### config.mk
export PLATFORM = sky130hd
export DESIGN_NAME = gpio_octet
export DESIGN_NICKNAME = d
export VERILOG_FILES = /design/src/rtl/gpio_octet_pkg.sv /design/src/rtl/gpio_in_sync.sv /design/src/rtl/gpio_pin_event.sv /design/src/rtl/gpio_octet.sv
export SDC_FILE = /design/constraint.sdc
export NUM_CORES = 1
export LEC_CHECK = 0
export ABC_CLOCK_PERIOD_IN_PS = 3950
export CAP_MARGIN = 0
export CORE_MARGIN = 2
export CORE_UTILIZATION = 50
export CTS_CLUSTER_SIZE = 40
export DETAILED_ROUTE_END_ITERATION = 6
export DONT_BUFFER_PORTS = 1
export SYNTH_ARGS = -nofsm -noshare
export SYNTH_HDL_FRONTEND = slang
export SYNTH_SLANG_ARGS = --single-unit
### constraint.sdc
create_clock -name clk -period 3.95 [get_ports clk]
set_clock_uncertainty 0.1 [all_clocks]
set_input_delay 0.9875 -clock clk [delete_from_list [all_inputs] [get_ports clk]]
set_output_delay 0.9875 -clock clk [all_outputs]
set_load 0.005 [all_outputs]
### src/rtl/gpio_octet_pkg.sv
package gpio_octet_pkg;
   localparam int ADDR_W   = 12;
   localparam int OFS_DIR  = 'h400;
   localparam int OFS_SNS  = 'h404;
   localparam int OFS_BOTH = 'h408;
   localparam int OFS_EVT  = 'h40C;
   localparam int OFS_IEN  = 'h410;
   localparam int OFS_RAW  = 'h414;
   localparam int OFS_MSK  = 'h418;
   localparam int OFS_CLR  = 'h41C;

   typedef enum logic [3:0] {
      SEL_NONE, SEL_DATA, SEL_DIR, SEL_SNS, SEL_BOTH,
      SEL_EVT, SEL_IEN, SEL_RAW, SEL_MSK, SEL_CLR
   } reg_sel_e;
endpackage

### src/rtl/gpio_in_sync.sv
module gpio_in_sync #(
   parameter int W      = 8,
   parameter int STAGES = 2
) (
   input  logic         clk,
   input  logic         rst_n,
   input  logic [W-1:0] d,
   output logic [W-1:0] q
);
   generate
      if (STAGES < 2) begin : g_bad
         $error("gpio_in_sync: STAGES must be at least 2");
      end
   endgenerate

   logic [W-1:0] chain [STAGES];

   always_ff @(posedge clk or negedge rst_n) begin
      if (!rst_n) begin
         for (int s = 0; s < STAGES; s++) chain[s] <= '0;
      end else begin
         chain[0] <= d;
         for (int s = 1; s < STAGES; s++) chain[s] <= chain[s-1];
      end
   end

   assign q = chain[STAGES-1];
endmodule

### src/rtl/gpio_pin_event.sv
module gpio_pin_event (
   input  logic clk,
   input  logic rst_n,
   input  logic cur,
   input  logic prev,
   input  logic lvl_mode,
   input  logic both,
   input  logic pol,
   input  logic clr,
   output logic raw
);
   logic rise, fall, edge_hit, lat_q;

   assign rise     = cur & ~prev;
   assign fall     = ~cur & prev;
   assign edge_hit = ~lvl_mode & (both ? (rise | fall) : (pol ? rise : fall));

   always_ff @(posedge clk or negedge rst_n) begin
      if (!rst_n)        lat_q <= 1'b0;
      else if (edge_hit) lat_q <= 1'b1;
      else if (clr)      lat_q <= 1'b0;
   end

   assign raw = lvl_mode ? (cur == pol) : lat_q;

   p_clear_r10: assert property (@(posedge clk) disable iff (!rst_n)
      (clr && !edge_hit) |=> !lat_q);

   p_edge_wins_r11: assert property (@(posedge clk) disable iff (!rst_n)
      edge_hit |=> lat_q);
endmodule

### src/rtl/gpio_octet.sv
module gpio_octet
   import gpio_octet_pkg::*;
#(
   parameter int NPINS       = 8,
   parameter int SYNC_STAGES = 2
) (
   input  logic              clk,
   input  logic              rst_n,
   input  logic [ADDR_W-1:0] bus_addr,
   input  logic              bus_we,
   input  logic [NPINS-1:0]  bus_wdata,
   output logic [NPINS-1:0]  bus_rdata,
   input  logic [NPINS-1:0]  pin_in,
   output logic [NPINS-1:0]  pin_out,
   output logic [NPINS-1:0]  pin_oe,
   output logic              irq
);
   localparam int WIN_LO = 2;
   localparam int WIN_HI = WIN_LO + NPINS - 1;

   generate
      if (NPINS < 1 || NPINS > 8) begin : g_bad_pins
         $error("gpio_octet: NPINS must be 1..8 to fit the data window");
      end
   endgenerate

   logic [NPINS-1:0] pin_s, pin_d;
   logic [NPINS-1:0] dir_q, out_q, sns_q, both_q, evt_q, ien_q;
   logic [NPINS-1:0] raw_st, msk_st, clr_vec, win_mask, pin_view;
   logic             in_data;
   reg_sel_e         sel;

   gpio_in_sync #(.W(NPINS), .STAGES(SYNC_STAGES)) i_sync (
      .clk(clk), .rst_n(rst_n), .d(pin_in), .q(pin_s)
   );

   always_ff @(posedge clk or negedge rst_n) begin
      if (!rst_n) pin_d <= '0;
      else        pin_d <= pin_s;
   end

   assign in_data  = (bus_addr[ADDR_W-1:10] == '0);
   assign win_mask = bus_addr[WIN_HI:WIN_LO];

   always_comb begin
      sel = SEL_NONE;
      if (in_data)                              sel = SEL_DATA;
      else if (bus_addr == ADDR_W'(OFS_DIR))   sel = SEL_DIR;
      else if (bus_addr == ADDR_W'(OFS_SNS))   sel = SEL_SNS;
      else if (bus_addr == ADDR_W'(OFS_BOTH))  sel = SEL_BOTH;
      else if (bus_addr == ADDR_W'(OFS_EVT))   sel = SEL_EVT;
      else if (bus_addr == ADDR_W'(OFS_IEN))   sel = SEL_IEN;
      else if (bus_addr == ADDR_W'(OFS_RAW))   sel = SEL_RAW;
      else if (bus_addr == ADDR_W'(OFS_MSK))   sel = SEL_MSK;
      else if (bus_addr == ADDR_W'(OFS_CLR))   sel = SEL_CLR;
   end

   always_ff @(posedge clk or negedge rst_n) begin
      if (!rst_n) begin
         dir_q  <= '0;
         out_q  <= '0;
         sns_q  <= '0;
         both_q <= '0;
         evt_q  <= '0;
         ien_q  <= '0;
      end else if (bus_we) begin
         case (sel)
            SEL_DATA: out_q  <= (out_q & ~(win_mask & dir_q)) |
                                (bus_wdata & win_mask & dir_q);
            SEL_DIR:  dir_q  <= bus_wdata;
            SEL_SNS:  sns_q  <= bus_wdata;
            SEL_BOTH: both_q <= bus_wdata;
            SEL_EVT:  evt_q  <= bus_wdata;
            SEL_IEN:  ien_q  <= bus_wdata;
            default: ;
         endcase
      end
   end

   assign clr_vec = (bus_we && sel == SEL_CLR) ? bus_wdata : '0;

   generate
      for (genvar n = 0; n < NPINS; n++) begin : g_pin
         gpio_pin_event i_evt (
            .clk(clk), .rst_n(rst_n),
            .cur(pin_s[n]), .prev(pin_d[n]),
            .lvl_mode(sns_q[n]), .both(both_q[n]), .pol(evt_q[n]),
            .clr(clr_vec[n]), .raw(raw_st[n])
         );
      end
   endgenerate

   assign msk_st   = raw_st & ien_q;
   assign pin_view = (dir_q & out_q) | (~dir_q & pin_s);

   always_comb begin
      case (sel)
         SEL_DATA: bus_rdata = win_mask & pin_view;
         SEL_DIR:  bus_rdata = dir_q;
         SEL_SNS:  bus_rdata = sns_q;
         SEL_BOTH: bus_rdata = both_q;
         SEL_EVT:  bus_rdata = evt_q;
         SEL_IEN:  bus_rdata = ien_q;
         SEL_RAW:  bus_rdata = raw_st;
         SEL_MSK:  bus_rdata = msk_st;
         default:  bus_rdata = '0;
      endcase
   end

   assign pin_out = out_q;
   assign pin_oe  = dir_q;
   assign irq     = |msk_st;

   p_dir_write_r2: assert property (@(posedge clk) disable iff (!rst_n)
      (bus_we && bus_addr == ADDR_W'(OFS_DIR)) |=> (pin_oe == $past(bus_wdata)));

   p_input_hold_r5: assert property (@(posedge clk) disable iff (!rst_n)
      (bus_we && in_data) |=> ((pin_out & ~pin_oe) == ($past(pin_out) & ~$past(pin_oe))));

   p_irq_quiet_r9: assert property (@(posedge clk) disable iff (!rst_n)
      (ien_q == '0) |-> !irq);
endmodule

==> results.yml <==
final_layout:
  n_antenna_cell: 0
  layout-drive-gt1-share: 0.2668
  stdcell_count: 491
  finalNetCount: 428
  nFillCells: 732
  area_growth_pct: 10.88
setup_path:
  rrSetupSlack_ps: 2540
  worst_setup_path_end_kind: "output pin"
  startpoint_type: "input pin"
  cp_top_family: "simple AND/OR/NAND/NOR gates"
  crit_cells: 5
  cp.required_ps: 2860
  cp_max_fo: 10
  crit_slowest_cell: "or4_4"
  critPathKind: "in -> out"
  ff2ff_path_depth: 5
  cp_cell_sequence: "or4_4 -> nor4_4 -> nor2_2 -> mux2i_1 -> o211ai_1"
  cpPeakStageDelay_ps: 580
  critPathBufInv: 0
  cp.arrival_ps: 2680
timing:
  finalMaxSlewViolations: 0
  timing.final.ws_setup_ps: 182.9
  tns_ps: 0
  hold_violations: 0
  max_freq_mhz: 265.5
  tightest_slew_ps: 901.5
  setup_violations: 0
  rsz0062_at_grt: "false"
  period_needed_ps: 3767
  post-route-period-util: 0.9537
  relSlewSlack: 0.3983
synth:
  syn-instance-count: 365
  ys_types: 43
  ys_warn_count: 0
  synth_edf_count: 0
  synth.top_cells.by_area: "dfrtp_1 (48%), mux2_2 (15%), ha_1 (4.8%)"
  muxShareOfSynthArea: 0.1990
  syn_area_um2: 4175
  synthFlopType: "dfrtp_1"
  synth_nets: 412
  synthAdderAreaFrac: 0.04795
  synth_compound_area_frac: 0.1097
  synthArstFlopShare: 1.000
  synth_xor_area_frac: 0.01678
  synthSimpleGateAreaFrac: 0.1109
  yosysTopAreaCellShare: 0.4795
  avgSynthCellArea_um2: 11.44
  ys_seq_area_frac: 0.4795
  yosysTopAreaCell: "dfrtp_1"
  synth_top_family_by_area: "multiplexers"
  ys_ff_latch: 80
job:
  cap_violations: 0
die:
  die-area_um2: 9097
  die_y_um: 95.38
  start_util: 0.5107
  fp-row-count: 33
  io-pin-count: 56
  die_x_um: 95.38
  core-area_um2: 8175
hold_path:
  hold_class: "in -> async"
pwr:
  internal-power_mw: 1.303
  p_sw_frac: 0.2174
  powerDensity_nw_per_um2: 359.6
  pwr-share-seq: 0.506
  p_leak_nw: 2.091
  ir_worst_vdd_mv: 0.1648
  fin_total_pwr_mw: 1.665
  switching_power_uw: 361.9
  clkPwrFrac: 0.453
  comb_power_share: 0.041
grt:
  grt_max_degree: 81
  overflow: 0
  grt_usage: 0.2284
  groute.layer.met3.usage: 0.05929
  grt.met1_usage: 0.3082
  antenna_found_initial: 0
  top_usage_layer: "met2"
  grt_pass1_wl_um: 15390
  grt_pass1_vias: 2961
  grtUsageMet2: 0.3644
routing:
  via_per_inst: 5.868
  drt_first_iter_violations: 200
  first_pass_iters: 5
  wl_per_cell_um: 19.56
  dr_total_vias: 2881
  drtAntennaViolNets: 0
  drt-total-wl_um: 9603
  drc: 0
clock_network:
  clk-insertion-delay-late_ps: 360
  postCtsSetupRepairBufs: 0
  htree_levels: 3
  cts_resized: 0
  cts_made_buffers: 9
  cts_buffer_depth: 2
  cts_root_buffer: "clkbuf_8"
  hold_buffers: 0
  cts_tree: "yes"
  clock-sinks: 80
  cts.reportedPaths.clkPinSlew_ps: 80
placement:
  portBuffers: 0
  dp_cells: 475
  globalplace.congestion: 0.8138
  dp_slack_ps: 174.5
  dp_hpwl_um: 6762
status:
  outcome: "completed"
[cell type report]
class                   count  area, um2  share of cell area
flip-flops and latches     80       2002              0.4324
repair buffers             14      105.1             0.02270
clock buffers              10      137.6             0.02973
clock inverters             6      115.1             0.02486
inverters                  31      116.4             0.02514
well taps                 105      131.4             0.02838
multi-input cells         245       2022              0.4368
[cells in the mapped netlist (all sizes together) (2+ instances only)]
| library cell | n |
|---|---|
| o31ai | 4 |
| nor2b | 3 |
| nor4 | 4 |
| mux2i | 20 |
| o21ai | 37 |
| or3 | 3 |
| or4b | 2 |
| a221oi | 6 |
| mux2 | 56 |
| nor2 | 10 |
| o211ai | 14 |
| a32o | 2 |
| ha | 16 |
| nand3 | 14 |
| dfrtp | 80 |
| or2 | 4 |
| nor3 | 6 |
| clkbuf | 8 |
| xnor2 | 8 |
| nand2 | 16 |
| nand4 | 2 |
| inv | 31 |
| o22ai | 3 |
| nand2b | 2 |
[cell usage in the layout, fill, tap and decap left out, types with 4 or more instances in the layout]
master / netlist / routed
a221oi_1: 6 / 6
buf_4: 0 / 14
clkbuf_8: 0 / 10
dfrtp_1: 80 / 80
ha_1: 16 / 16
inv_1: 31 / 31
mux2_2: 56 / 56
mux2i_1: 20 / 20
nand2_1: 16 / 16
nand3_1: 13 / 13
nor2_1: 6 / 6
o211ai_1: 14 / 14
o21ai_0: 37 / 37
o31ai_1: 4 / 4
or2_2: 4 / 4
xnor2_1: 8 / 8
[state kept, by name (all words and copies together) (netlist names)]
register           flops
both_q                 8
evt_q                  8
g_pin.i_evt.lat_q      8
i_sync.chain           8
i_sync.q               8
ien_q                  8
pin_d                  8
pin_oe                 8
pin_out                8
sns_q                  8
[metrics by stage]
stage	hold slack (ps)	instance area, um2	utilization
floorplan	231.2	4175	-
global placement	233.7	4377	0.5354
global route	195.0	4629	0.5663
finish	213.1	4629	0.5663
CTS	199.3	4629	0.5663
detailed placement	235.6	4377	0.5354
[cell families (layout without fill, tap and decap cells)]
family,after synthesis,after routing
adder cells (fa/ha/maj),16,16
flip-flops,80,80
multiplexers,76,76
AND/OR/NAND/NOR,73,73
buffers and inverters,40,61
AO/OA/AOI/OAI,72,72
XOR/XNOR,8,8
[layer usage]
| metal | vias up | wire length, um |
|---|---|---|
| li1 | 1352 | - |
| met1 | 1436 | 4283 |
| met2 | 81 | 4538 |
| met3 | 12 | 671 |
| met4 | 0 | 109 |
| met5 | - | 0 |
[path summary, 6_finish.rpt]
check	start	endpoint
max	bus_addr[8]	bus_rdata[6]
min in group clk	i_sync.chain[11]	i_sync.q[3]
min reg2reg	i_sync.chain[11]	i_sync.q[3]
max in group asynchronous	rst_n	i_sync.q[2]
max reg2reg	i_sync.q[0]	g_pin[0].i_evt.lat_q
min	rst_n	i_sync.chain[12]
[power groups by stage]
| stage | Clock, mW | Combinational, mW | Sequential (mW) |
|---|---|---|---|
| after floorplan | 0 | 0.0562 | 0.857 |
| after global placement | 0 | 0.0657 | 0.859 |
| after detailed placement | 0 | 0.0677 | 0.860 |
| after CTS | 0.771 | 0.0683 | 0.843 |
| after global routing | 0.800 | 0.0768 | 0.845 |
| final | 0.754 | 0.0676 | 0.843 |
Note: power is estimated with default switching activity, not from simulation.
